### src/rtl/bea_pkg.sv
package bea_pkg;

    typedef enum logic [3:0] {
        AM_ABS     = 4'd0,
        AM_ABS_X   = 4'd1,
        AM_ABS_Y   = 4'd2,
        AM_DIR     = 4'd3,
        AM_DIR_X   = 4'd4,
        AM_DIR_Y   = 4'd5,
        AM_STK_REL = 4'd6,
        AM_JMP_IND = 4'd7,
        AM_STACK   = 4'd8
    } am_e;

endpackage

### src/rtl/bea_index_sel.sv
module bea_index_sel #(
    parameter int ADDR_W = 16
) (
    input  logic              narrow,
    input  logic [ADDR_W-1:0] raw,
    output logic [ADDR_W-1:0] eff
);
    localparam int HALF = ADDR_W / 2;

    always_comb begin
        eff = raw;
        if (narrow) begin
            eff[ADDR_W-1:HALF] = '0;
        end
    end
endmodule

### src/rtl/bea_addr_core.sv
module bea_addr_core
    import bea_pkg::*;
#(
    parameter int          ADDR_W     = 16,
    parameter int          BANK_W     = 8,
    parameter logic [7:0]  STACK_PAGE = 8'h01
) (
    input  am_e                       mode,
    input  logic                      rd_only,
    input  logic                      emu,
    input  logic [ADDR_W-1:0]         op,
    input  logic [ADDR_W-1:0]         xi,
    input  logic [ADDR_W-1:0]         yi,
    input  logic [ADDR_W-1:0]         s,
    input  logic [ADDR_W-1:0]         d,
    input  logic [BANK_W-1:0]         dbr,
    input  logic [BANK_W-1:0]         pbr,
    output logic [ADDR_W+BANK_W-1:0]  ea,
    output logic [ADDR_W+BANK_W-1:0]  dum,
    output logic [ADDR_W+BANK_W-1:0]  msk,
    output logic                      skip_pen,
    output logic                      skip_dum
);
    localparam int EA_W = ADDR_W + BANK_W;
    localparam int HALF = ADDR_W / 2;
    localparam logic [EA_W-1:0] M_FULL = '1;
    localparam logic [EA_W-1:0] M_WORD = {{BANK_W{1'b0}}, {ADDR_W{1'b1}}};
    localparam logic [EA_W-1:0] M_BYTE = {{(EA_W-HALF){1'b0}}, {HALF{1'b1}}};
    localparam logic [BANK_W-1:0] BANK0 = '0;

    logic [EA_W-1:0]   bank_base;
    logic [ADDR_W-1:0] ix;
    logic [ADDR_W-1:0] sum16;
    logic [ADDR_W-1:0] page;
    logic              dlow_zero;

    assign bank_base = {dbr, {ADDR_W{1'b0}}};
    assign dlow_zero = (d[HALF-1:0] == '0);

    always_comb begin
        ea       = '0;
        dum      = '0;
        msk      = '0;
        skip_pen = 1'b0;
        skip_dum = 1'b0;
        ix       = (mode == AM_ABS_Y || mode == AM_DIR_Y) ? yi : xi;
        sum16    = '0;
        page     = '0;
        case (mode)
            AM_ABS: begin
                ea  = bank_base + EA_W'(op);
                dum = ea;
                msk = M_FULL;
            end
            AM_ABS_X, AM_ABS_Y: begin
                ea       = bank_base + EA_W'(op) + EA_W'(ix);
                dum      = {dbr, op[ADDR_W-1:HALF], ea[HALF-1:0]};
                msk      = M_FULL;
                skip_dum = rd_only && (ea == dum);
            end
            AM_DIR: begin
                sum16    = d + op;
                ea       = {BANK0, sum16};
                dum      = ea;
                msk      = (emu && dlow_zero) ? M_BYTE : M_WORD;
                skip_pen = dlow_zero;
            end
            AM_DIR_X, AM_DIR_Y: begin
                sum16    = d + op + ix;
                page     = emu ? {d[ADDR_W-1:HALF], sum16[HALF-1:0]} : sum16;
                ea       = {BANK0, page};
                dum      = {BANK0, d[ADDR_W-1:HALF], page[HALF-1:0]};
                msk      = M_WORD;
                skip_pen = dlow_zero;
            end
            AM_STK_REL: begin
                sum16 = s + op;
                ea    = {BANK0, sum16};
                dum   = ea;
                msk   = M_WORD;
            end
            AM_JMP_IND: begin
                sum16 = op + xi;
                ea    = {pbr, sum16};
                dum   = ea;
                msk   = M_WORD;
            end
            AM_STACK: begin
                page = emu ? {STACK_PAGE[HALF-1:0], s[HALF-1:0]} : s;
                ea   = {BANK0, page};
                dum  = ea;
                msk  = M_WORD;
            end
            default: begin
                ea = '0;
            end
        endcase
    end
endmodule

### src/rtl/bank_ea_gen.sv
module bank_ea_gen
    import bea_pkg::*;
#(
    parameter int ADDR_W = 16,
    parameter int BANK_W = 8
) (
    input  logic                     clk,
    input  logic                     rst_n,
    input  logic                     in_valid,
    input  logic [3:0]               mode,
    input  logic                     rd_only,
    input  logic                     emu,
    input  logic                     idx8,
    input  logic [ADDR_W-1:0]        operand,
    input  logic [ADDR_W-1:0]        x_reg,
    input  logic [ADDR_W-1:0]        y_reg,
    input  logic [ADDR_W-1:0]        s_reg,
    input  logic [ADDR_W-1:0]        d_reg,
    input  logic [BANK_W-1:0]        dbr,
    input  logic [BANK_W-1:0]        pbr,
    output logic                     out_valid,
    output logic [ADDR_W+BANK_W-1:0] ea,
    output logic [ADDR_W+BANK_W-1:0] dummy_ea,
    output logic [ADDR_W+BANK_W-1:0] inc_mask,
    output logic                     skip_penalty,
    output logic                     skip_dummy
);
    localparam int EA_W  = ADDR_W + BANK_W;
    localparam int N_IDX = 2;

    typedef struct packed {
        logic            vld;
        logic [EA_W-1:0] ea;
        logic [EA_W-1:0] dum;
        logic [EA_W-1:0] msk;
        logic            sp;
        logic            sd;
    } res_t;

    logic [ADDR_W-1:0] idx_raw [N_IDX];
    logic [ADDR_W-1:0] idx_eff [N_IDX];

    assign idx_raw[0] = x_reg;
    assign idx_raw[1] = y_reg;

    for (genvar g = 0; g < N_IDX; g++) begin : g_idx
        bea_index_sel #(.ADDR_W(ADDR_W)) u_sel (
            .narrow (idx8),
            .raw    (idx_raw[g]),
            .eff    (idx_eff[g])
        );
    end

    logic [EA_W-1:0] c_ea, c_dum, c_msk;
    logic            c_sp, c_sd;

    bea_addr_core #(.ADDR_W(ADDR_W), .BANK_W(BANK_W)) u_core (
        .mode     (am_e'(mode)),
        .rd_only  (rd_only),
        .emu      (emu),
        .op       (operand),
        .xi       (idx_eff[0]),
        .yi       (idx_eff[1]),
        .s        (s_reg),
        .d        (d_reg),
        .dbr      (dbr),
        .pbr      (pbr),
        .ea       (c_ea),
        .dum      (c_dum),
        .msk      (c_msk),
        .skip_pen (c_sp),
        .skip_dum (c_sd)
    );

    res_t res_d, res_q;

    always_comb begin
        res_d     = res_q;
        res_d.vld = in_valid;
        if (in_valid) begin
            res_d.ea  = c_ea;
            res_d.dum = c_dum;
            res_d.msk = c_msk;
            res_d.sp  = c_sp;
            res_d.sd  = c_sd;
        end
    end

    always_ff @(posedge clk) begin
        if (!rst_n) begin
            res_q <= '0;
        end else begin
            res_q <= res_d;
        end
    end

    assign out_valid    = res_q.vld;
    assign ea           = res_q.ea;
    assign dummy_ea     = res_q.dum;
    assign inc_mask     = res_q.msk;
    assign skip_penalty = res_q.sp;
    assign skip_dummy   = res_q.sd;
endmodule

### config.mk
export PLATFORM = sky130hd
export DESIGN_NAME = bank_ea_gen
export DESIGN_NICKNAME = d
export VERILOG_FILES = /design/src/rtl/bea_pkg.sv /design/src/rtl/bea_index_sel.sv /design/src/rtl/bea_addr_core.sv /design/src/rtl/bank_ea_gen.sv
export SDC_FILE = /design/constraint.sdc
export NUM_CORES = 1
export LEC_CHECK = 0
export ABC_CLOCK_PERIOD_IN_PS = 6100
export CELL_PAD_IN_SITES_DETAIL_PLACEMENT = 2
export CELL_PAD_IN_SITES_GLOBAL_PLACEMENT = 2
export CORE_ASPECT_RATIO = 2
export CORE_MARGIN = 5
export CORE_UTILIZATION = 29
export CTS_CLUSTER_SIZE = 24
export DETAILED_ROUTE_END_ITERATION = 16
export PLACE_DENSITY_LB_ADDON = 0.1
export SYNTH_ARGS = -nofsm -noshare
export SYNTH_HDL_FRONTEND = slang
export SYNTH_SLANG_ARGS = --single-unit
export TNS_END_PERCENT = 50
### constraint.sdc
create_clock -name clk -period 6.1 [get_ports clk]
set_input_delay 0.915 -clock clk [delete_from_list [all_inputs] [get_ports clk]]
set_output_delay 0.915 -clock clk [all_outputs]
set_load 0.1 [all_outputs]
### Word level (Yosys, flattened, before mapping)

Index checks and enable logic that the tools add are counted.

| storage, ports and cells | value |
|---|---|
| register bits after elaboration | 75 |
| latch bits | 0 |
| bits in writable memories | 0 |
| memory bits (read-only) | 0 |
| input bits | 106 |
| output and inout bits | 75 |
| logic and storage cells | 42 |
| memories | 0 |

| cells by class | value |
|---|---|
| add/subtract/negate cells | 6 |
| $mul | 0 |
| divide/modulo/power cells | 0 |
| magnitude comparators | 0 |
| eq/ne operators | 9 |
| shift-type cells | 0 |
| multiplexer cells | 11 |
| bitwise logic cells | 0 |
| reduce and logical (&&, ||, !) cells | 10 |

Operators with widths:

| operator | count |
|---|---|
| 24-bit case mux with 7 select lines | 2 |
| 24-bit case mux with 3 select lines | 1 |
| 16-bit adder | 4 |
| 16-bit 2-to-1 mux | 4 |
| 24-bit by 16-bit adder with 24-bit output | 2 |
| 16-bit == test | 1 |
| 4-bit by 3-bit == test with 1-bit output (second input constant) | 4 |
| 8-bit 2-to-1 mux | 2 |
| 4-bit by 2-bit == test with 1-bit output (second input constant) | 2 |
| 8-bit zero test | 1 |
| 3-bit OR reduction | 2 |
| 5-bit OR reduction | 1 |
| 4-bit by 1-bit == test with 1-bit output (second input constant) | 1 |
| 4-bit == test (second input constant) | 1 |
| 4-bit zero test | 1 |
| 2-bit OR reduction | 2 |
| 1-bit logical AND | 2 |
| 1-bit 2-to-1 mux | 2 |
| 1-bit logical OR | 1 |

### Logic depth before layout (Yosys ltp)

Gate-level depths: netlist of run 1.

| depth | value |
|---|---|
| depth after elaboration | 7 |
| mapped depth | 19 |
| mapped depth without buffers | 19 |

### Cells and area by module

Synthesis of run 1 repeated with hierarchy kept, for this count alone.

| second synthesis, totals | value |
|---|---|
| cells, all modules | 973 |
| area, all modules | 8289.2 um^2 |

Modules (own cells, without submodules):

| module | instances | cells an instance | area each (um^2) | sequential area each (um^2) |
|---|---|---|---|---|
| bea_addr_core | 1 | 700 | 5183.7 | 0.0 |
| bank_ea_gen | 1 | 241 | 2885.3 | 1501.4 |
| bea_index_sel | 2 | 16 | 110.1 | 0.0 |

### Worst setup path before layout of run 1

Ideal clock, no wire load.

| timing | value |
|---|---|
| kind | input to register |
| start point | input operand[0] |
| end point | register res_q (netlist bit ea[14]) |
| setup time | 0.119 ns |
| data arrival time | 4.584 ns |
| data required time | 5.981 ns |
| path slack | 1.398 ns |
| stages | 18 |
| buffers on the path | 0 |
| cell sequence | ha_1 -> inv_1 -> fa_1 -> nor2b_1 -> o31a_1 -> o21ai_0 -> a21boi_0 -> o21ai_0 -> or3b_2 -> and2_1 -> ha_1 -> a21oi_1 -> o21ai_0 -> a21o_1 -> a41o_1 -> a41o_1 -> a221o_1 -> o221a_2 |

| between the ends | value |
|---|---|
| cells in the longest elaborated chain, start to end | 4 |
| elaborated cells between the ends (all ways) | 8 |
| those cells by class | 6 x add/sub; 2 x mux |

Ends and longest elaborated chain:

| what | RTL line | source |
|---|---|---|
| start: declaration | bank_ea_gen.sv:14 | `input logic [ADDR_W-1:0] operand,` |
| parallel branches: the longest is 3 deep, another holds 24-bit by 16-bit adder with 24-bit output | - |  |
| 24-bit case mux with 7 select lines (*) | bea_addr_core.sv:49 | `case (mode)` |
| end signal: assignment | bank_ea_gen.sv:93 | `res_q <= res_d;` |
| end: declaration | bank_ea_gen.sv:75 | `res_t res_d, res_q;` |

Every way passes the cells marked *.
A chain may end at the register's enable or synchronous reset.

### Final worst setup path of run 1

Ends and elaborated chain as after synthesis.

==> results.sh, run 1 <==
export IMPL_num_rows=82
export IMPL_antenna_found_initial=0
export IMPL_cp_start_kind="input pin"
export IMPL_io_pins=181
export IMPL_grt_pass1_vias=9081
export IMPL_ff2ff_setup_slack_ps=4850
export IMPL_multi_input_area_sq_um=5913
export IMPL_area_growth_pct=30.44
export IMPL_drv_cap=0
export IMPL_drive_gt1_frac=0.08624
export IMPL_postCtsSetupRepairBufs=0
export IMPL_die_h_um=234.7
export IMPL_required_ps=6340
export IMPL_grt_pass1_wl_mm=54.64
export IMPL_drtIter0Drc=321
export IMPL_setup_viol=0
export IMPL_cts_hold_buf=0
export IMPL_ff_latch_area_sq_um=920.9
export IMPL_hold_end="ea[20]$_SDFFE_PN0P_"
export IMPL_overflow=0
export IMPL_crit_chain="clkdlybuf4s50_1 > ha_1 > inv_1 > fa_1 > nor2b_1 > o31a_1 > o21ai_0 > a21boi_0 > o21ai_0 > or3b_2 > and2_1 > ha_1 > a21oi_1 > o21ai_0 > a21o_1 > a41o_1 > a2111oi_0 > a41o_1 > a221o_1 > o221a_2"
export IMPL_cp_slowest_cell="or3b_2"
export IMPL_rsz0062_at_grt="no"
export IMPL_layout_min_cycle_time_ps=5369
export IMPL_p_total_uw=1692
export IMPL_io_buffers=180
export IMPL_finish_utilization=0.3814
export IMPL_skew_ps=0
export IMPL_slew_headroom=0.3166
export IMPL_reg2reg_from="ea[14]$_SDFFE_PN0P_"
export IMPL_cpMostUsedCell="o21ai_0"
export IMPL_reg2reg_depth=4
export IMPL_min_delay_start="ea[20]$_SDFFE_PN0P_"
export IMPL_grt_max_degree=30
export IMPL_antenna_cells=0
export IMPL_fmax_mhz=186.2
export IMPL_r2r_end="ea[14]$_SDFFE_PN0P_"
export IMPL_path_clk_slew_ps=70
export IMPL_leakage_uw=0.003723
export IMPL_ys_seq_area_frac=0.1258
export IMPL_hold_path_depth=2
export IMPL_placed_cells=1418
export IMPL_die_area_sq_um=28710
export IMPL_yosys_most_used_dff="dfxtp_1"
export IMPL_crit_arrival_ps=5610
export IMPL_cpPeakStageDelay_ps=470
export IMPL_numCtsBuffers=5
export IMPL_slew_viol_final=0
export IMPL_fin_cells=1426
export IMPL_fin_crit_sh=0.8802
export IMPL_gr_usage_all_layers=0.2504
export IMPL_crit_type="input pin to register"
export IMPL_postRouteAntennaNets=0
export IMPL_setup_tns_ps=0
export IMPL_synth_warnings=0
export IMPL_vias_per_cell=5.870
export IMPL_nFillCells=2964
export IMPL_clock_tree_root_cell="clkbuf_16"
export IMPL_syn_area_per_cell_sq_um=7.787
export IMPL_end_kind="register"
export IMPL_cts_tree="built"
export IMPL_dp_hpwl_mm=31.04
export IMPL_clockBufferDepth=2
export IMPL_synthesis_area_sq_um=7320
export IMPL_ir_drop_v=0.00009026
export IMPL_num_vias=8371
export IMPL_path_max_fanout=4
export IMPL_synth_nets=1127
export IMPL_wirelength_mm=36.77
export IMPL_core_area_sq_um=25030
export IMPL_syn_instance_count=940
export IMPL_initial_utilization=0.2924
export IMPL_cts_sinks=46
export IMPL_die_w_um=122.3
export IMPL_cts_repair_resized=0
export IMPL_synth_edff_count=0
export IMPL_clk_insertion_delay_late_ps=290
export IMPL_hold_violations=0
export IMPL_post_drt_wl_per_cell_um=25.78
export IMPL_yosys_cell_types_count=97
export IMPL_worst_pin_slew_ps=1022
export IMPL_place_ws_ps=458.1
export IMPL_ys_ff_latch=46
export IMPL_cp_startpoint="operand[0]"
export IMPL_status="finished, final reports clean"
export IMPL_gp_congestion=0.9403
export IMPL_worst_slack_ps=730.7
export IMPL_hold_path_class="register to register"
export IMPL_drc=0
export IMPL_htreeDepth=2
export IMPL_p_per_area_nw_per_um2=177.2
export IMPL_firstDrtPassIters=5
export IMPL_fin_nets=1276
export IMPL_postSynth_asyncResetShare=0
synthesized netlist by cell type (5+ instances only):
| library cell | instances | area share |
|---|---|---|
| mux2i_1 | 14 | 0.019 |
| nand2b_1 | 6 | 0.0051 |
| o21ai_1 | 6 | 0.0041 |
| nand3_1 | 24 | 0.016 |
| ha_1 | 76 | 0.13 |
| buf_2 | 5 | 0.0034 |
| xnor2_1 | 34 | 0.041 |
| nor2b_1 | 26 | 0.022 |
| a31oi_1 | 20 | 0.017 |
| xor2_1 | 23 | 0.028 |
| fa_1 | 5 | 0.014 |
| dfxtp_1 | 46 | 0.13 |
| or4_1 | 5 | 0.0051 |
| o21ai_0 | 59 | 0.040 |
| a22oi_1 | 25 | 0.026 |
| a21oi_1 | 78 | 0.053 |
| a21o_1 | 20 | 0.021 |
| a211oi_1 | 23 | 0.024 |
| mux2_2 | 8 | 0.012 |
| inv_1 | 20 | 0.010 |
| buf_4 | 30 | 0.031 |
| clkbuf_1 | 27 | 0.014 |
| o21a_1 | 12 | 0.012 |
| a221oi_1 | 8 | 0.0096 |
| nor4_1 | 9 | 0.0077 |
| nor3_1 | 16 | 0.011 |
| or2_2 | 9 | 0.0077 |
| and2_1 | 5 | 0.0043 |
| a22o_1 | 7 | 0.0084 |
| o21bai_1 | 10 | 0.010 |
| a222oi_1 | 13 | 0.018 |
| nor2_1 | 78 | 0.040 |
| o211ai_1 | 10 | 0.010 |
| clkbuf_8 | 5 | 0.0094 |
| a41o_1 | 5 | 0.0068 |
| and3_1 | 10 | 0.0085 |
| nand2_1 | 52 | 0.027 |
layout make-up:
cell class / count / share of cell area
well taps: 336 / 0.04403
multi-input cells: 802 / 0.6193
inverters: 22 / 0.008649
clock buffers: 5 / 0.01310
repair buffers: 212 / 0.2139
flip-flops and latches: 46 / 0.09645
clock inverters: 3 / 0.004587
cell families (layout without fill, tap and decap cells):
kind of cell / count (synthesis) / in the layout / share of synthesized area
DFF: 46 / 46 / 0.1258
and+or+nand+nor: 274 / 274 / 0.1940
buffers and inverters: 92 / 242 / 0.07060
xor gates and xnor gates: 62 / 62 / 0.08427
AOI/OAI and AO/OA: 363 / 363 / 0.3503
muxes: 22 / 22 / 0.03145
adders and majority gates: 81 / 81 / 0.1436
critical path, delay by kind of cell:
| family | cells | cell delay [ps] |
|---|---|---|
| compound gates | 12 | 2630 |
| fa+ha+maj | 3 | 830 |
| buf+inv | 2 | 510 |
| simple gates | 3 | 730 |
per-layer routing:
layer,GRT usage,share of wire
met4,0.1485,0.070
met2,0.5005,0.57
met1,0.2387,0.34
met5,0,0
met3,0.01492,0.026
power by group:
group | switching, uW | internal, uW | total, uW
clock network | 131 | 194 | 326
registers | 8.52 | 310 | 319
logic | 648 | 399 | 1050
how the worst max path moves through the flow:
stage	depth (start not counted)	endpoint
2_1_floorplan	18	ea[14]$_SDFFE_PN0P_
3_3_place_gp	19	ea[14]$_SDFFE_PN0P_
3_5_place_dp	19	ea[14]$_SDFFE_PN0P_
4_1_cts	19	ea[14]$_SDFFE_PN0P_
5_1_grt	20	ea[14]$_SDFFE_PN0P_
6_report	20	ea[14]$_SDFFE_PN0P_
cell usage in the layout (no fill, tap or decap), types with 12 or more instances in the layout:
master           count
a21o_1              20
ha_1                76
nand3_1             24
a21oi_1             78
nor3_1              16
dfxtp_1             46
nor2b_1             26
a211oi_1            23
mux2i_1             14
a31oi_1             20
o21a_1              12
a22oi_1             25
nor2_1              76
xor2_1              23
xnor2_1             34
clkdlybuf4s50_1    180
buf_4               32
a222oi_1            13
nand2_1             52
inv_1               20
o21ai_0             58
sequential cells by signal, indices dropped and copies added, names as in the netlist:
| name | cells |
|---|---|
| inc_mask | 3 |
| skip_dummy | 1 |
| skip_penalty | 1 |
| dummy_ea | 16 |
| out_valid | 1 |
| ea | 24 |
through the flow:
stage | hold slack (ps) | area, sq um
2_1_floorplan | 880.6 | 7320
3_3_place_gp | 459.6 | 9379
3_5_place_dp | 479.9 | 9379
4_1_cts | 491.1 | 9548
5_1_grt | 516.5 | 9548
6_report | 481.6 | 9548
No activity file was read; power rests on OpenSTA's default activity.
==> run 2, diff against run 1 <==
--- a/config.mk
+++ b/config.mk
@@ -11,8 +11,10 @@
 export CORE_ASPECT_RATIO = 2
 export CORE_MARGIN = 5
 export CORE_UTILIZATION = 29
+export CTS_CLUSTER_DIAMETER = 80
 export CTS_CLUSTER_SIZE = 24
 export DETAILED_ROUTE_END_ITERATION = 16
+export MAX_ROUTING_LAYER = met4
 export PLACE_DENSITY_LB_ADDON = 0.1
 export SYNTH_ARGS = -nofsm -noshare
 export SYNTH_HDL_FRONTEND = slang
==> run 2 against run 1 <==
Net effect:
- final cell count unchanged
- maximum frequency down 0.16%
- combinational power about the same
- global-route usage up 0.41 points
==> results.sh, run 2 (synthesized netlist as in run 1, its figures left out) <==
export IMPL_status="finished, final reports clean"
export IMPL_swShare=0.4766
export IMPL_cp_startpoint="operand[0]"
export IMPL_firstDrtPassIters=5
export IMPL_wirelength_mm=36.24
export IMPL_setup_viol=0
export IMPL_fin_nets=1276
export IMPL_cpMostUsedCell="o21ai_0"
export IMPL_cts_repair_resized=0
export IMPL_clock_tree_root_cell="clkbuf_16"
export IMPL_htreeDepth=2
export IMPL_crit_type="input pin to register"
export IMPL_reg2reg_from="ea[14]$_SDFFE_PN0P_"
export IMPL_r2r_end="ea[14]$_SDFFE_PN0P_"
export IMPL_overflow=0
export IMPL_die_h_um=234.7
export IMPL_num_vias=8361
export IMPL_largest_reg_flops=24
export IMPL_dp_hpwl_mm=30.45
export IMPL_cts_hold_buf=0
export IMPL_fin_area_sq_um=9528
export IMPL_slew_headroom=0.2162
export IMPL_final_cell_mix="clkdlybuf4s50_1, a21oi_1, nor2_1, ha_1, o21ai_0"
export IMPL_leakage_uw=0.003704
export IMPL_combPwrFrac=0.632
export IMPL_cpPeakStageDelay_ps=470
export IMPL_core_area_sq_um=25030
export IMPL_gp_congestion=0.9435
export IMPL_die_w_um=122.3
export IMPL_grt_pass1_wl_mm=54.53
export IMPL_io_buffers=180
export IMPL_gr_usage_all_layers=0.2545
export IMPL_worst_pin_slew_ps=1176
export IMPL_slew_viol_final=0
export IMPL_clockBufferDepth=2
export IMPL_grt_pass1_vias=9269
export IMPL_drc=0
export IMPL_p_total_uw=1647
export IMPL_p_int_uw=862.1
export IMPL_required_ps=6290
export IMPL_initial_utilization=0.2924
export IMPL_p_seq_frac=0.194
export IMPL_endpoint="ea[14]$_SDFFE_PN0P_"
export IMPL_path_max_fanout=4
export IMPL_end_kind="register"
export IMPL_switching_power_uw=785.1
export IMPL_hold_violations=0
export IMPL_io_pins=181
export IMPL_skew_ps=0
export IMPL_postCtsSetupRepairBufs=0
export IMPL_hold_path_class="register to register"
export IMPL_holdWs_ps=480.0
export IMPL_area_growth_pct=30.17
export IMPL_fmax_mhz=186.0
export IMPL_crit_chain="clkdlybuf4s50_1 > ha_1 > inv_1 > fa_1 > nor2b_1 > o31a_1 > o21ai_0 > a21boi_0 > o21ai_0 > or3b_2 > and2_1 > ha_1 > a21oi_1 > o21ai_0 > a21o_1 > a41o_1 > a41o_1 > a221o_1 > o221a_2"
export IMPL_numCtsBuffers=5
export IMPL_cp_slowest_cell="or3b_2"
export IMPL_cp_start_kind="input pin"
export IMPL_grt_max_degree=25
export IMPL_ir_drop_v=0.0001120
export IMPL_crit_arrival_ps=5560
export IMPL_postRouteAntennaNets=0
export IMPL_placed_area_sq_um=9379
export IMPL_p_per_area_nw_per_um2=172.9
export IMPL_drtIter0Drc=293
export IMPL_cts_tree="built"
export IMPL_worst_slack_ps=722.4
export IMPL_layout_commonest_cell="clkdlybuf4s50_1"
export IMPL_drv_cap=0
export IMPL_antenna_cells=0
export IMPL_num_rows=82
export IMPL_place_ws_ps=446.2
export IMPL_ff2ff_setup_slack_ps=4830
export IMPL_path_clk_slew_ps=70
export IMPL_post_drt_wl_per_cell_um=25.41
export IMPL_rsz0062_at_grt="no"
export IMPL_antenna_found_initial=0
export IMPL_reg2reg_depth=4
export IMPL_drive_gt1_frac=0.08624
export IMPL_layout_min_cycle_time_ps=5378
export IMPL_clockPowerShare=0.174
export IMPL_nFillCells=2919
export IMPL_setup_tns_ps=0
export IMPL_cts_sinks=46
export IMPL_fin_crit_sh=0.8816
export IMPL_vias_per_cell=5.863
export IMPL_clk_insertion_delay_late_ps=290
export IMPL_die_area_sq_um=28710
## run 2: metal layers
layer,share of wire,GRT usage,up-vias
met2,0.57,0.5012,211
li1,-,-,3882
met1,0.34,0.2347,4184
met3,0.028,0.01540,84
met5,0,-,-
met4,0.064,0.1356,0
## run 2: worst min path at each step
stage,cells after the start,start,slack [ps],endpoint
after floorplan,2,skip_dummy$_SDFFE_PN0P_,880,skip_dummy$_SDFFE_PN0P_
after global placement,2,ea[17]$_SDFFE_PN0P_,460,ea[17]$_SDFFE_PN0P_
after detailed placement,2,ea[22]$_SDFFE_PN0P_,470,ea[22]$_SDFFE_PN0P_
after CTS,2,ea[22]$_SDFFE_PN0P_,480,ea[22]$_SDFFE_PN0P_
after global routing,2,ea[17]$_SDFFE_PN0P_,500,ea[17]$_SDFFE_PN0P_
final,2,ea[22]$_SDFFE_PN0P_,480,ea[22]$_SDFFE_PN0P_
## run 2: area by class of cell
| type | instances | area (sq um) | area share |
|---|---|---|---|
| clock buffers | 5 | 125.1 | 0.01313 |
| clock inverters | 3 | 23.77 | 0.002495 |
| inverters | 22 | 82.58 | 0.008667 |
| multi-input cells | 802 | 5913 | 0.6206 |
| flip-flops and latches | 46 | 920.9 | 0.09665 |
| well taps | 336 | 420.4 | 0.04412 |
| repair buffers | 212 | 2042 | 0.2143 |
## run 2: worst max-delay path, delay by kind of cell
kind            cells  cell delay [ps]
fa+ha+maj           3              830
compound gates     11             2570
simple gates        3              730
buf+inv             2              510
## run 2: per-stage QoR
stage,util,std cells
CTS,0.3806,1426
global route,0.3806,1426
floorplan,-,940
global placement,0.3747,1418
detailed placement,0.3747,1418
finish,0.3806,1426
## run 2: power groups by stage
stage,sequential [uW],combinational [uW],clock (uW)
CTS,319,1050,294
detailed placement,326,1040,0
floorplan,397,631,0
finish,319,1040,287
global route,321,1120,307
global placement,326,1020,0
